$ cat src/rtl/memwin_pkg.sv
package memwin_pkg;

  localparam int NUM_TGT = 10;
  localparam int SEL_W   = $clog2(NUM_TGT + 1);

  localparam int T_IROM  = 0;
  localparam int T_DROM  = 1;
  localparam int T_SRAM0 = 2;
  localparam int T_SRAM1 = 3;
  localparam int T_SRAM2 = 4;
  localparam int T_FAST  = 5;
  localparam int T_SLOW  = 6;
  localparam int T_PERI  = 7;
  localparam int T_XFL   = 8;
  localparam int T_XRAM  = 9;
  localparam logic [SEL_W-1:0] SEL_NONE = SEL_W'(NUM_TGT);

  localparam logic [1:0] SZ_BYTE = 2'd0;
  localparam logic [1:0] SZ_HALF = 2'd1;
  localparam logic [1:0] SZ_WORD = 2'd2;
  localparam logic [1:0] SZ_BAD  = 2'd3;

  // bus ownership
  localparam logic [31:0] INSTR_BASE  = 32'h4000_0000;
  localparam logic [31:0] SHARED_BASE = 32'h5000_0000;

  // shared window
  localparam logic [31:0] SLOW_LO = 32'h5000_0000;
  localparam logic [31:0] SLOW_HI = 32'h5000_1FFF;

  // data side windows
  localparam logic [31:0] DXFL_LO  = 32'h3F40_0000;
  localparam logic [31:0] DXFL_HI  = 32'h3F7F_FFFF;
  localparam logic [31:0] DXRAM_LO = 32'h3F80_0000;
  localparam logic [31:0] DXRAM_HI = 32'h3FBF_FFFF;
  localparam logic [31:0] PERI_LO  = 32'h3FF0_0000;
  localparam logic [31:0] PERI_HI  = 32'h3FF7_FFFF;
  localparam logic [31:0] DFAST_LO = 32'h3FF8_0000;
  localparam logic [31:0] DFAST_HI = 32'h3FF8_1FFF;
  localparam logic [31:0] DROM_LO  = 32'h3FF9_0000;
  localparam logic [31:0] DROM_HI  = 32'h3FF9_FFFF;
  localparam logic [31:0] SRAM2_LO = 32'h3FFA_E000;
  localparam logic [31:0] SRAM2_HI = 32'h3FFD_FFFF;
  localparam logic [31:0] DS1_LO   = 32'h3FFE_0000;
  localparam logic [31:0] DS1_HI   = 32'h3FFF_FFFF;

  // instruction side windows
  localparam logic [31:0] BOOT_HI   = 32'h4000_7FFF;
  localparam logic [31:0] IROM_HI   = 32'h4005_FFFF;
  localparam logic [31:0] IS0_LO    = 32'h4007_0000;
  localparam logic [31:0] IS0_CCH   = 32'h4007_FFFF;
  localparam logic [31:0] IS0_HI    = 32'h4009_FFFF;
  localparam logic [31:0] IS1_LO    = 32'h400A_0000;
  localparam logic [31:0] IS1_HI    = 32'h400B_FFFF;
  localparam logic [31:0] IS1_TOPW  = 32'h400B_FFFC;
  localparam logic [31:0] ALIAS_LO  = 32'h400B_0000;
  localparam logic [31:0] ALIAS_HI  = 32'h400B_7FFF;
  localparam logic [31:0] IFAST_LO  = 32'h400C_0000;
  localparam logic [31:0] IFAST_HI  = 32'h400C_1FFF;
  localparam logic [31:0] IXFL_LO   = 32'h400C_2000;
  localparam logic [31:0] IXFL_HI   = 32'h40BF_FFFF;
  localparam logic [31:0] BOOT_SHIFT = ALIAS_LO - INSTR_BASE;

  function automatic logic in_win(input logic [31:0] a, input logic [31:0] lo,
                                  input logic [31:0] hi);
    return (a >= lo) && (a <= hi);
  endfunction

endpackage

$ cat src/rtl/memwin_match.sv
module memwin_match
  import memwin_pkg::*;
#(
  parameter bit IS_INSTR  = 1'b0,
  parameter bit OWNS_FAST = 1'b1,
  parameter int IDX_W     = 22
) (
  input  logic [31:0]        addr,
  input  logic [1:0]         size,
  input  logic               remap,
  input  logic               cached,
  output logic [NUM_TGT-1:0] tgt,
  output logic [IDX_W-1:0]   idx,
  output logic               err
);

  logic [SEL_W-1:0] bus_sel;
  logic [31:0]      bus_off;
  logic [SEL_W-1:0] sel;
  logic [31:0]      off;
  logic             fault;

  // size and alignment screening
  always_comb begin
    fault = (size == SZ_BAD);
    if (IS_INSTR && ((size != SZ_WORD) || (addr[1:0] != 2'b00))) fault = 1'b1;
  end

  generate
    if (IS_INSTR) begin : g_instr
      always_comb begin
        bus_sel = SEL_NONE;
        bus_off = '0;
        if (addr < INSTR_BASE) begin
          bus_sel = SEL_NONE;
        end else if (remap && (addr <= BOOT_HI)) begin
          bus_sel = SEL_W'(T_SRAM1);
          bus_off = IS1_TOPW - (addr + BOOT_SHIFT);
        end else if (addr <= IROM_HI) begin
          bus_sel = SEL_W'(T_IROM);
          bus_off = addr - INSTR_BASE;
        end else if (in_win(addr, IS0_LO, IS0_HI)) begin
          if (!(cached && (addr <= IS0_CCH))) begin
            bus_sel = SEL_W'(T_SRAM0);
            bus_off = addr - IS0_LO;
          end
        end else if (in_win(addr, IS1_LO, IS1_HI)) begin
          if (!(remap && in_win(addr, ALIAS_LO, ALIAS_HI))) begin
            bus_sel = SEL_W'(T_SRAM1);
            bus_off = IS1_TOPW - addr;
          end
        end else if (in_win(addr, IFAST_LO, IFAST_HI)) begin
          if (OWNS_FAST) begin
            bus_sel = SEL_W'(T_FAST);
            bus_off = addr - IFAST_LO;
          end
        end else if (in_win(addr, IXFL_LO, IXFL_HI)) begin
          bus_sel = SEL_W'(T_XFL);
          bus_off = addr - IXFL_LO;
        end
      end
    end else begin : g_data
      always_comb begin
        bus_sel = SEL_NONE;
        bus_off = '0;
        if (addr >= INSTR_BASE) begin
          bus_sel = SEL_NONE;
        end else if (in_win(addr, DXFL_LO, DXFL_HI)) begin
          bus_sel = SEL_W'(T_XFL);
          bus_off = addr - DXFL_LO;
        end else if (in_win(addr, DXRAM_LO, DXRAM_HI)) begin
          bus_sel = SEL_W'(T_XRAM);
          bus_off = addr - DXRAM_LO;
        end else if (in_win(addr, PERI_LO, PERI_HI)) begin
          bus_sel = SEL_W'(T_PERI);
          bus_off = addr - PERI_LO;
        end else if (in_win(addr, DFAST_LO, DFAST_HI)) begin
          if (OWNS_FAST) begin
            bus_sel = SEL_W'(T_FAST);
            bus_off = addr - DFAST_LO;
          end
        end else if (in_win(addr, DROM_LO, DROM_HI)) begin
          bus_sel = SEL_W'(T_DROM);
          bus_off = addr - DROM_LO;
        end else if (in_win(addr, SRAM2_LO, SRAM2_HI)) begin
          bus_sel = SEL_W'(T_SRAM2);
          bus_off = addr - SRAM2_LO;
        end else if (in_win(addr, DS1_LO, DS1_HI)) begin
          bus_sel = SEL_W'(T_SRAM1);
          bus_off = addr - DS1_LO;
        end
      end
    end
  endgenerate

  // shared window overrides the per-bus decode
  always_comb begin
    sel = bus_sel;
    off = bus_off;
    if (addr >= SHARED_BASE) begin
      sel = SEL_NONE;
      off = '0;
      if (addr <= SLOW_HI) begin
        sel = SEL_W'(T_SLOW);
        off = addr - SLOW_LO;
      end
    end
  end

  always_comb begin
    err = fault || (sel == SEL_NONE);
    idx = err ? '0 : off[IDX_W+1:2];
    for (int i = 0; i < NUM_TGT; i++) tgt[i] = !err && (sel == SEL_W'(i));
  end

endmodule

$ cat src/rtl/memwin_lane.sv
module memwin_lane
  import memwin_pkg::*;
#(
  parameter bit IS_INSTR  = 1'b0,
  parameter bit OWNS_FAST = 1'b1,
  parameter int IDX_W     = 22
) (
  input  logic               clk,
  input  logic               rst_n,
  input  logic               in_valid,
  output logic               in_ready,
  input  logic [31:0]        in_addr,
  input  logic [1:0]         in_size,
  input  logic               remap,
  input  logic               cached,
  output logic               out_valid,
  input  logic               out_ready,
  output logic [NUM_TGT-1:0] out_tgt,
  output logic [IDX_W-1:0]   out_idx,
  output logic               out_err
);

  logic [NUM_TGT-1:0] d_tgt;
  logic [IDX_W-1:0]   d_idx;
  logic               d_err;
  logic               take;

  memwin_match #(
    .IS_INSTR (IS_INSTR),
    .OWNS_FAST(OWNS_FAST),
    .IDX_W    (IDX_W)
  ) u_match (
    .addr  (in_addr),
    .size  (in_size),
    .remap (remap),
    .cached(cached),
    .tgt   (d_tgt),
    .idx   (d_idx),
    .err   (d_err)
  );

  assign in_ready = !out_valid || out_ready;
  assign take     = in_valid && in_ready;

  always_ff @(posedge clk or negedge rst_n) begin
    if (!rst_n) begin
      out_valid <= 1'b0;
      out_tgt   <= '0;
      out_idx   <= '0;
      out_err   <= 1'b0;
    end else if (take) begin
      out_valid <= 1'b1;
      out_tgt   <= d_tgt;
      out_idx   <= d_idx;
      out_err   <= d_err;
    end else if (out_ready) begin
      out_valid <= 1'b0;
    end
  end

endmodule

$ cat src/rtl/memwin_decoder.sv
module memwin_decoder
  import memwin_pkg::*;
#(
  parameter int N_CORES    = 2,
  parameter int FAST_OWNER = 0,
  parameter int IDX_W      = 22,
  localparam int NL        = 2 * N_CORES
) (
  input  logic                          clk,
  input  logic                          rst_n,
  input  logic [NL-1:0]                 req_valid,
  output logic [NL-1:0]                 req_ready,
  input  logic [NL-1:0][31:0]           req_addr,
  input  logic [NL-1:0][1:0]            req_size,
  input  logic [N_CORES-1:0]            remap_en,
  input  logic                          sram0_low_cached,
  output logic [NL-1:0]                 rsp_valid,
  input  logic [NL-1:0]                 rsp_ready,
  output logic [NL-1:0][NUM_TGT-1:0]    rsp_target,
  output logic [NL-1:0][IDX_W-1:0]      rsp_index,
  output logic [NL-1:0]                 rsp_err
);

  for (genvar l = 0; l < NL; l++) begin : g_lane
    localparam int CORE = l / 2;
    memwin_lane #(
      .IS_INSTR (l % 2 == 1),
      .OWNS_FAST(CORE == FAST_OWNER),
      .IDX_W    (IDX_W)
    ) u_lane (
      .clk      (clk),
      .rst_n    (rst_n),
      .in_valid (req_valid[l]),
      .in_ready (req_ready[l]),
      .in_addr  (req_addr[l]),
      .in_size  (req_size[l]),
      .remap    (remap_en[CORE]),
      .cached   (sram0_low_cached),
      .out_valid(rsp_valid[l]),
      .out_ready(rsp_ready[l]),
      .out_tgt  (rsp_target[l]),
      .out_idx  (rsp_index[l]),
      .out_err  (rsp_err[l])
    );
  end

endmodule


$ cat config.mk
export PLATFORM = sky130hd
export DESIGN_NAME = memwin_decoder
export DESIGN_NICKNAME = d
export VERILOG_FILES = /design/src/rtl/memwin_pkg.sv /design/src/rtl/memwin_match.sv /design/src/rtl/memwin_lane.sv /design/src/rtl/memwin_decoder.sv
export SDC_FILE = /design/constraint.sdc
export NUM_CORES = 1
export LEC_CHECK = 0
export BUFFER_PORTS_ARGS = -buffer_cell sky130_fd_sc_hd__buf_2
export CAP_MARGIN = 20
export CORE_MARGIN = 4
export CORE_UTILIZATION = 50
export DETAILED_ROUTE_END_ITERATION = 16
export MAX_ROUTING_LAYER = met4
export PLACE_DENSITY_LB_ADDON = 0.15
export SLEW_MARGIN = 20
export SYNTH_ARGS = -nofsm -noshare
export SYNTH_HDL_FRONTEND = slang
export SYNTH_SLANG_ARGS = --single-unit
$ cat constraint.sdc
create_clock -name clk -period 3.87 [get_ports clk]
set_input_delay 0.1935 -clock clk [delete_from_list [all_inputs] [get_ports clk]]
set_output_delay 0.1935 -clock clk [all_outputs]
set_load 0.01 [all_outputs]
==> results of run 1 <==
-- cells in the final DEF (no fill, tap or decap), drive strengths merged, types with 31 or more instances in the layout --
cell type,instances
a22o,43
nand3,57
o21ai,119
dfrtp,136
nand4,37
nor4,35
and3,31
inv,60
buf,352
nand2,190
nor3,47
ha,57
nor2,73
a21oi,89
-- critical path: cells and delay by family --
kind | cells | cell delay, ns
buffers and inverters | 3 | 0.92
AND/OR/NAND/NOR | 4 | 1.46
AO/OA/AOI/OAI | 4 | 1.33
-- stage by stage --
stage,utilization,std cells
finish,0.623,2086
global route,0.623,2086
CTS,0.623,2084
detailed placement,0.595,2046
global placement,0.595,2046
floorplan,-,1463
-- final timing paths --
kind	startpoint	endpoint	slack [ns]	depth (start not counted)
setup / recovery	req_addr[7]	g_lane[0].u_lane.out_idx[9]	0.33	11
hold / removal	req_addr[66]	g_lane[2].u_lane.out_idx[0]	0.02	2
setup reg to reg	g_lane[2].u_lane.out_valid	g_lane[2].u_lane.out_idx[18]	1.66	6
hold reg to reg	g_lane[3].u_lane.out_idx[7]	g_lane[3].u_lane.out_idx[7]	0.47	2
max in group asynchronous	rst_n	g_lane[0].u_lane.out_tgt[8]	2.42	3
min in group asynchronous	rst_n	g_lane[3].u_lane.out_idx[10]	0.45	2
-- flip-flops by register name (all words and copies together), names as in the netlist --
name	flops
g_lane.u_lane.out_tgt	40
g_lane.u_lane.out_idx	88
g_lane.u_lane.out_err	4
g_lane.u_lane.out_valid	4
-- power groups by stage --
stage	sequential, mW	combinational, mW	clock [mW]
2_1_floorplan	1.54	0.464	0
3_3_place_gp	1.53	0.863	0
3_5_place_dp	1.53	0.864	0
4_1_cts	1.50	0.873	1.63
5_1_grt	1.50	0.968	1.69
6_report	1.50	0.887	1.60
-- per-layer routing --
layer	GRT usage	vias to the layer above
met1	0.427	6352
li1	-	6154
met3	0.0672	115
met2	0.522	746
met5	-	-
met4	0.129	0
-- layout make-up --
class                   count  area, um2  area share
flip-flops and latches    136       3400       0.240
clock inverters            14        134     0.00943
well taps                 313        392      0.0276
repair buffers            358       1990       0.140
diodes                      2       5.00    0.000352
multi-input cells        1190       7630       0.537
inverters                  55        206      0.0145
clock buffers              18        439      0.0309
-- repair_timing --
| action | in CTS | in global routing |
|---|---|---|
| setup buffers | 0 | 0 |
| endpoints found under the setup margin | 0 | 1 |
| hold endpoints to repair | 108 | 0 |
| hold buffers | 6 | 0 |
| gates resized for setup | 0 | 1 |
-- cell families (layout without fill, tap and decap cells) --
| family | after synthesis | after routing | share of synthesized area |
|---|---|---|---|
| other | 0 | 2 | 0 |
| XOR/XNOR | 30 | 30 | 0.0226 |
| flip-flops | 136 | 136 | 0.293 |
| AO/OA/AOI/OAI | 494 | 494 | 0.295 |
| buffers and inverters | 137 | 445 | 0.0523 |
| adder cells (fa/ha/maj) | 57 | 57 | 0.0613 |
| multiplexers | 3 | 3 | 0.00258 |
| AND/OR/NAND/NOR | 606 | 606 | 0.273 |
==> qor.yml, run 1 <==
layout:
  layout.nets: 1964
  fillers: 2126
  final_area_um2: 14200
  layout-area-overhead-vs-synth_pct: 22.1
  layout-drive-gt1-share: 0.237
cts:
  cts.path.max_buffers: 2
  clkTransAtPathRegs_ns: 0.07
  clock_latency_ns: 0.42
  root_buffer: "clkbuf_16"
  clock_sinks: 136
  tritoncts: "yes"
  cts_max_level: 4
  numCtsBuffers: 17
power:
  cellPowerDensity_nw_per_um2: 281
  leakage_nw: 6.50
  total_power_mw: 3.99
  clock_power_share: 0.402
  peakVddDrop_mv: 0.264
  p_comb_frac: 0.222
  p_seq_frac: 0.376
  swShare: 0.335
  switchingPower_mw: 1.34
  power.internal_mw: 2.66
timing:
  layout_min_cycle_time_ns: 3.54
  tightestPinTransition_ns: 0.944
  post-route-worst-setup-slack_ns: 0.331
  skew_ns: 0.0122
  hold_ws_ns: 0.0206
  slew_headroom: 0.371
  slew_viol_final: 0
  hold_viol: 0
  setup_viol: 0
  clock.fmax_mhz: 283
  rsz0062_at_grt: "false"
  tns_ns: 0
  fin_crit_sh: 0.915
detailed_routing:
  num_vias: 13400
  wl_met1_um: 18000
  wl_met3_um: 3590
  viasPerCell: 6.41
  firstDrtPassIters: 6
  top_layer_used: "met4"
  drc: 0
  ant_nets: 0
  wirelength_um: 43300
  wl_met2_um: 20000
  first_iter_violations: 1672
  wl_per_cell_um: 20.7
synth:
  synth.most_common_cell: "nand2_1"
  syn-instance-count: 1463
  syn_area_um2: 11600
  ys_seq_elements: 136
  ys_warn_count: 0
  synth.area.top_cells: "dfrtp_1 (29%), ha_1 (6.1%), nand2_1 (6.1%)"
  yosysSeqAreaShare: 0.293
  synthesis.nets: 1669
  synth_flop_cell: "dfrtp_1"
  async_reset_ff_frac: 1.00
  syn_area_per_cell_um2: 7.95
  synthTopCellsByCount: "nand2_1 (189), dfrtp_1 (136), o21ai_0 (93)"
  synth_top_area_frac: 0.293
  synth_top_area_cell: "dfrtp_1"
  ys_types: 91
  synth_edf_count: 0
setup_path:
  slowest_delay_ns: 0.70
  cp_max_fo: 10
  critical-path-slowest-cell: "or4_1"
  start_kind: "input pin"
  worstPathArrival_ns: 3.89
  path_class: "input pin to flip-flop"
  worstSetupEndpointType: "flip-flop"
  crit_chain: "dlygate4sd3_1 -> buf_2 -> nor4_1 -> nand4_1 -> or4_1 -> a21oi_1 -> nor3_1 -> o21ai_0 -> o21a_1 -> buf_4 -> a22o_1"
  crit_required_ns: 4.23
global_route:
  grt_overflow: 0
  grt_antenna_before_repair: 2
  grt_pass1_vias: 12800
  grt_max_degree: 105
  grtUsageTotal: 0.333
  grt_first_pass_wirelength_um: 68500
die:
  dieWidth_um: 160
  start_util: 0.510
  core_area_um2: 22800
  rows: 55
  ios: 289
  die_y_um: 160
  dieArea_um2: 25800
hold_path:
  hp-class: "input pin to flip-flop"
placed_design:
  portBuffers: 288
  globalplace.congestion: 1.06
  place_ws_ns: 0.309
  placed_area_um2: 13600
  hpwl_um: 33900
outcome:
  status: "finished, final reports clean"
run:
  drv_cap: 0
(Power assumes the default switching activity.)
==> run 2: changes to the inputs <==
==> constraint.sdc (replaced) <==
create_clock -name clk -period 3.87 [get_ports clk]
set_input_delay 0.774 -clock clk [delete_from_list [all_inputs] [get_ports clk]]
set_output_delay 0.774 -clock clk [all_outputs]
set_load 0.01 [all_outputs]
==> qor.yml, run 2 (synthesis gave the netlist of run 1 again) <==
placed_design:
  globalplace.congestion: 1.04
  hpwl_um: 33800
  placed_area_um2: 14000
  portBuffers: 288
power:
  power.internal_mw: 2.85
  clock_power_share: 0.419
  p_seq_frac: 0.359
  p_comb_frac: 0.222
  leakage_nw: 6.77
  switchingPower_mw: 1.32
  swShare: 0.317
  cellPowerDensity_nw_per_um2: 286
  peakVddDrop_mv: 0.276
cts:
  clock_sinks: 136
  root_buffer: "clkbuf_16"
  cts_max_level: 4
  hold_buffers: 0
  post_cts_buffers: 0
  tritoncts: "yes"
  numCtsBuffers: 17
  cts_resized: 0
  clock_latency_ns: 0.43
  clkTransAtPathRegs_ns: 0.06
  cts.path.max_buffers: 2
timing:
  hold_viol: 0
  rsz0062_at_grt: "false"
  fin_crit_sh: 0.869
  setup_viol: 0
  clock.fmax_mhz: 297
  tns_ns: 0
  tightestPinTransition_ns: 0.859
  slew_viol_final: 0
  slew_headroom: 0.419
  hold_ws_ns: 0.365
  skew_ns: 0.0119
  layout_min_cycle_time_ns: 3.36
setup_path:
  r2r_start: "g_lane[3].u_lane.out_valid"
  worstSetupEndpointType: "flip-flop"
  cp_top_family: "compound AO/OA/AOI/OAI gates"
  crit_required_ns: 4.18
  critical-path-slowest-cell: "a21boi_0"
  worstPathArrival_ns: 3.67
  r2r-end: "g_lane[3].u_lane.out_idx[20]"
  slowest_delay_ns: 0.48
  path_class: "input pin to flip-flop"
  start_kind: "input pin"
  crit_chain: "buf_2 -> ha_1 -> nand4_1 -> o31ai_1 -> a21boi_0 -> a21oi_1 -> buf_4 -> nor3_1 -> o21ai_0 -> buf_4 -> o21a_1 -> buf_12 -> a22o_1"
  critPathBufInv: 4
  cp_max_fo: 12
  rr_worst_depth: 8
  rrSetupSlack_ns: 1.93
  crit_top_cell: "buf_4"
detailed_routing:
  viasPerCell: 6.24
  ant_nets: 0
  drc: 0
  wl_per_cell_um: 20.2
  first_iter_violations: 1303
  wirelength_um: 43200
  num_vias: 13300
  firstDrtPassIters: 6
layout:
  layout.nets: 2011
  largest_register: "g_lane.u_lane.out_idx"
  layout-drive-gt1-share: 0.260
  largest_reg_flops: 88
  final_util: 0.642
  layout.cells.most_common_list: "buf_2 (287), nand2_1 (188), dfrtp_1 (136), buf_4 (114), o21ai_0 (93)"
  fillers: 2033
  final_common_cell: "buf_2"
  final_area_um2: 14600
  top_regs: "g_lane.u_lane.out_idx: 88 flops, g_lane.u_lane.out_tgt: 40 flops"
  layout-area-overhead-vs-synth_pct: 25.8
die:
  ios: 289
  die_y_um: 160
  dieWidth_um: 160
  core_area_um2: 22800
  start_util: 0.510
  rows: 55
  dieArea_um2: 25800
hold_path:
  hp-class: "input pin to asynchronous set/reset pin"
global_route:
  grt_max_degree: 79
  grt_pass1_vias: 12700
  grtUsageTotal: 0.332
  grt_first_pass_wirelength_um: 68400
  grt_overflow: 0
  grt_antenna_before_repair: 3
outcome:
  status: "finished, final reports clean"
run:
  drv_cap: 0
run 2: cell types whose count changed in the layout (fill, tap and decap cells not counted):
cell and delta:
buf_12 +3, buf_4 +50, bufinv_16 +3, clkbuf_8 -1, clkinv_2 +1, clkinvlp_4 -2, diode_2 +2, dlygate4sd3_1 -6
inv_8 -2, o311ai_0 +1, o311ai_1 -1
run 2: metal layers:
metal | vias to the layer above | GRT usage | part of all wire
met1 | 6284 | 0.423 | 0.42
met4 | 0 | 0.109 | 0.030
met3 | 97 | 0.0795 | 0.088
met2 | 691 | 0.523 | 0.46
met5 | - | - | 0
li1 | 6252 | - | -
run 2: worst max-delay path by stage:
stage	startpoint	end	slack [ns]	depth (start not counted)
after CTS	req_addr[60]	g_lane[1].u_lane.out_idx[14]	0.58	10
after floorplan	req_addr[48]	g_lane[1].u_lane.out_idx[4]	0.35	14
after global placement	req_addr[41]	g_lane[1].u_lane.out_idx[12]	0.18	10
final	req_addr[20]	g_lane[0].u_lane.out_idx[1]	0.51	13
after global routing	req_addr[41]	g_lane[1].u_lane.out_idx[12]	0.24	10
after detailed placement	req_addr[127]	g_lane[3].u_lane.out_idx[10]	0.14	11
run 2: layout make-up:
| cell class | instances | area (um2) | share of cell area |
|---|---|---|---|
| Inverter | 55 | 206 | 0.0141 |
| Multi-Input combinational cell | 1190 | 7630 | 0.522 |
| Antenna cell | 4 | 10.0 | 0.000685 |
| Timing Repair Buffer | 405 | 2360 | 0.162 |
| Tap cell | 313 | 392 | 0.0268 |
| Clock buffer | 17 | 425 | 0.0291 |
| Clock inverter | 14 | 191 | 0.0131 |
| Sequential cell | 136 | 3400 | 0.233 |
run 2: per-stage QoR:
| step | setup WS (ns) | power, mW | cells |
|---|---|---|---|
| global route | 0.241 | 4.35 | 2133 |
| finish | 0.506 | 4.17 | 2134 |
| CTS | 0.581 | 4.18 | 2130 |
| detailed placement | 0.137 | 2.43 | 2099 |
| global placement | 0.183 | 2.42 | 2099 |
| floorplan | 0.353 | 2.01 | 1463 |
run 2: power groups by stage:
stage / logic [mW] / registers (mW) / clock network, mW
5_1_grt: 1.01 / 1.50 / 1.84
4_1_cts: 0.913 / 1.50 / 1.77
3_3_place_gp: 0.899 / 1.52 / 0
2_1_floorplan: 0.464 / 1.54 / 0
6_report: 0.928 / 1.50 / 1.75
3_5_place_dp: 0.907 / 1.52 / 0
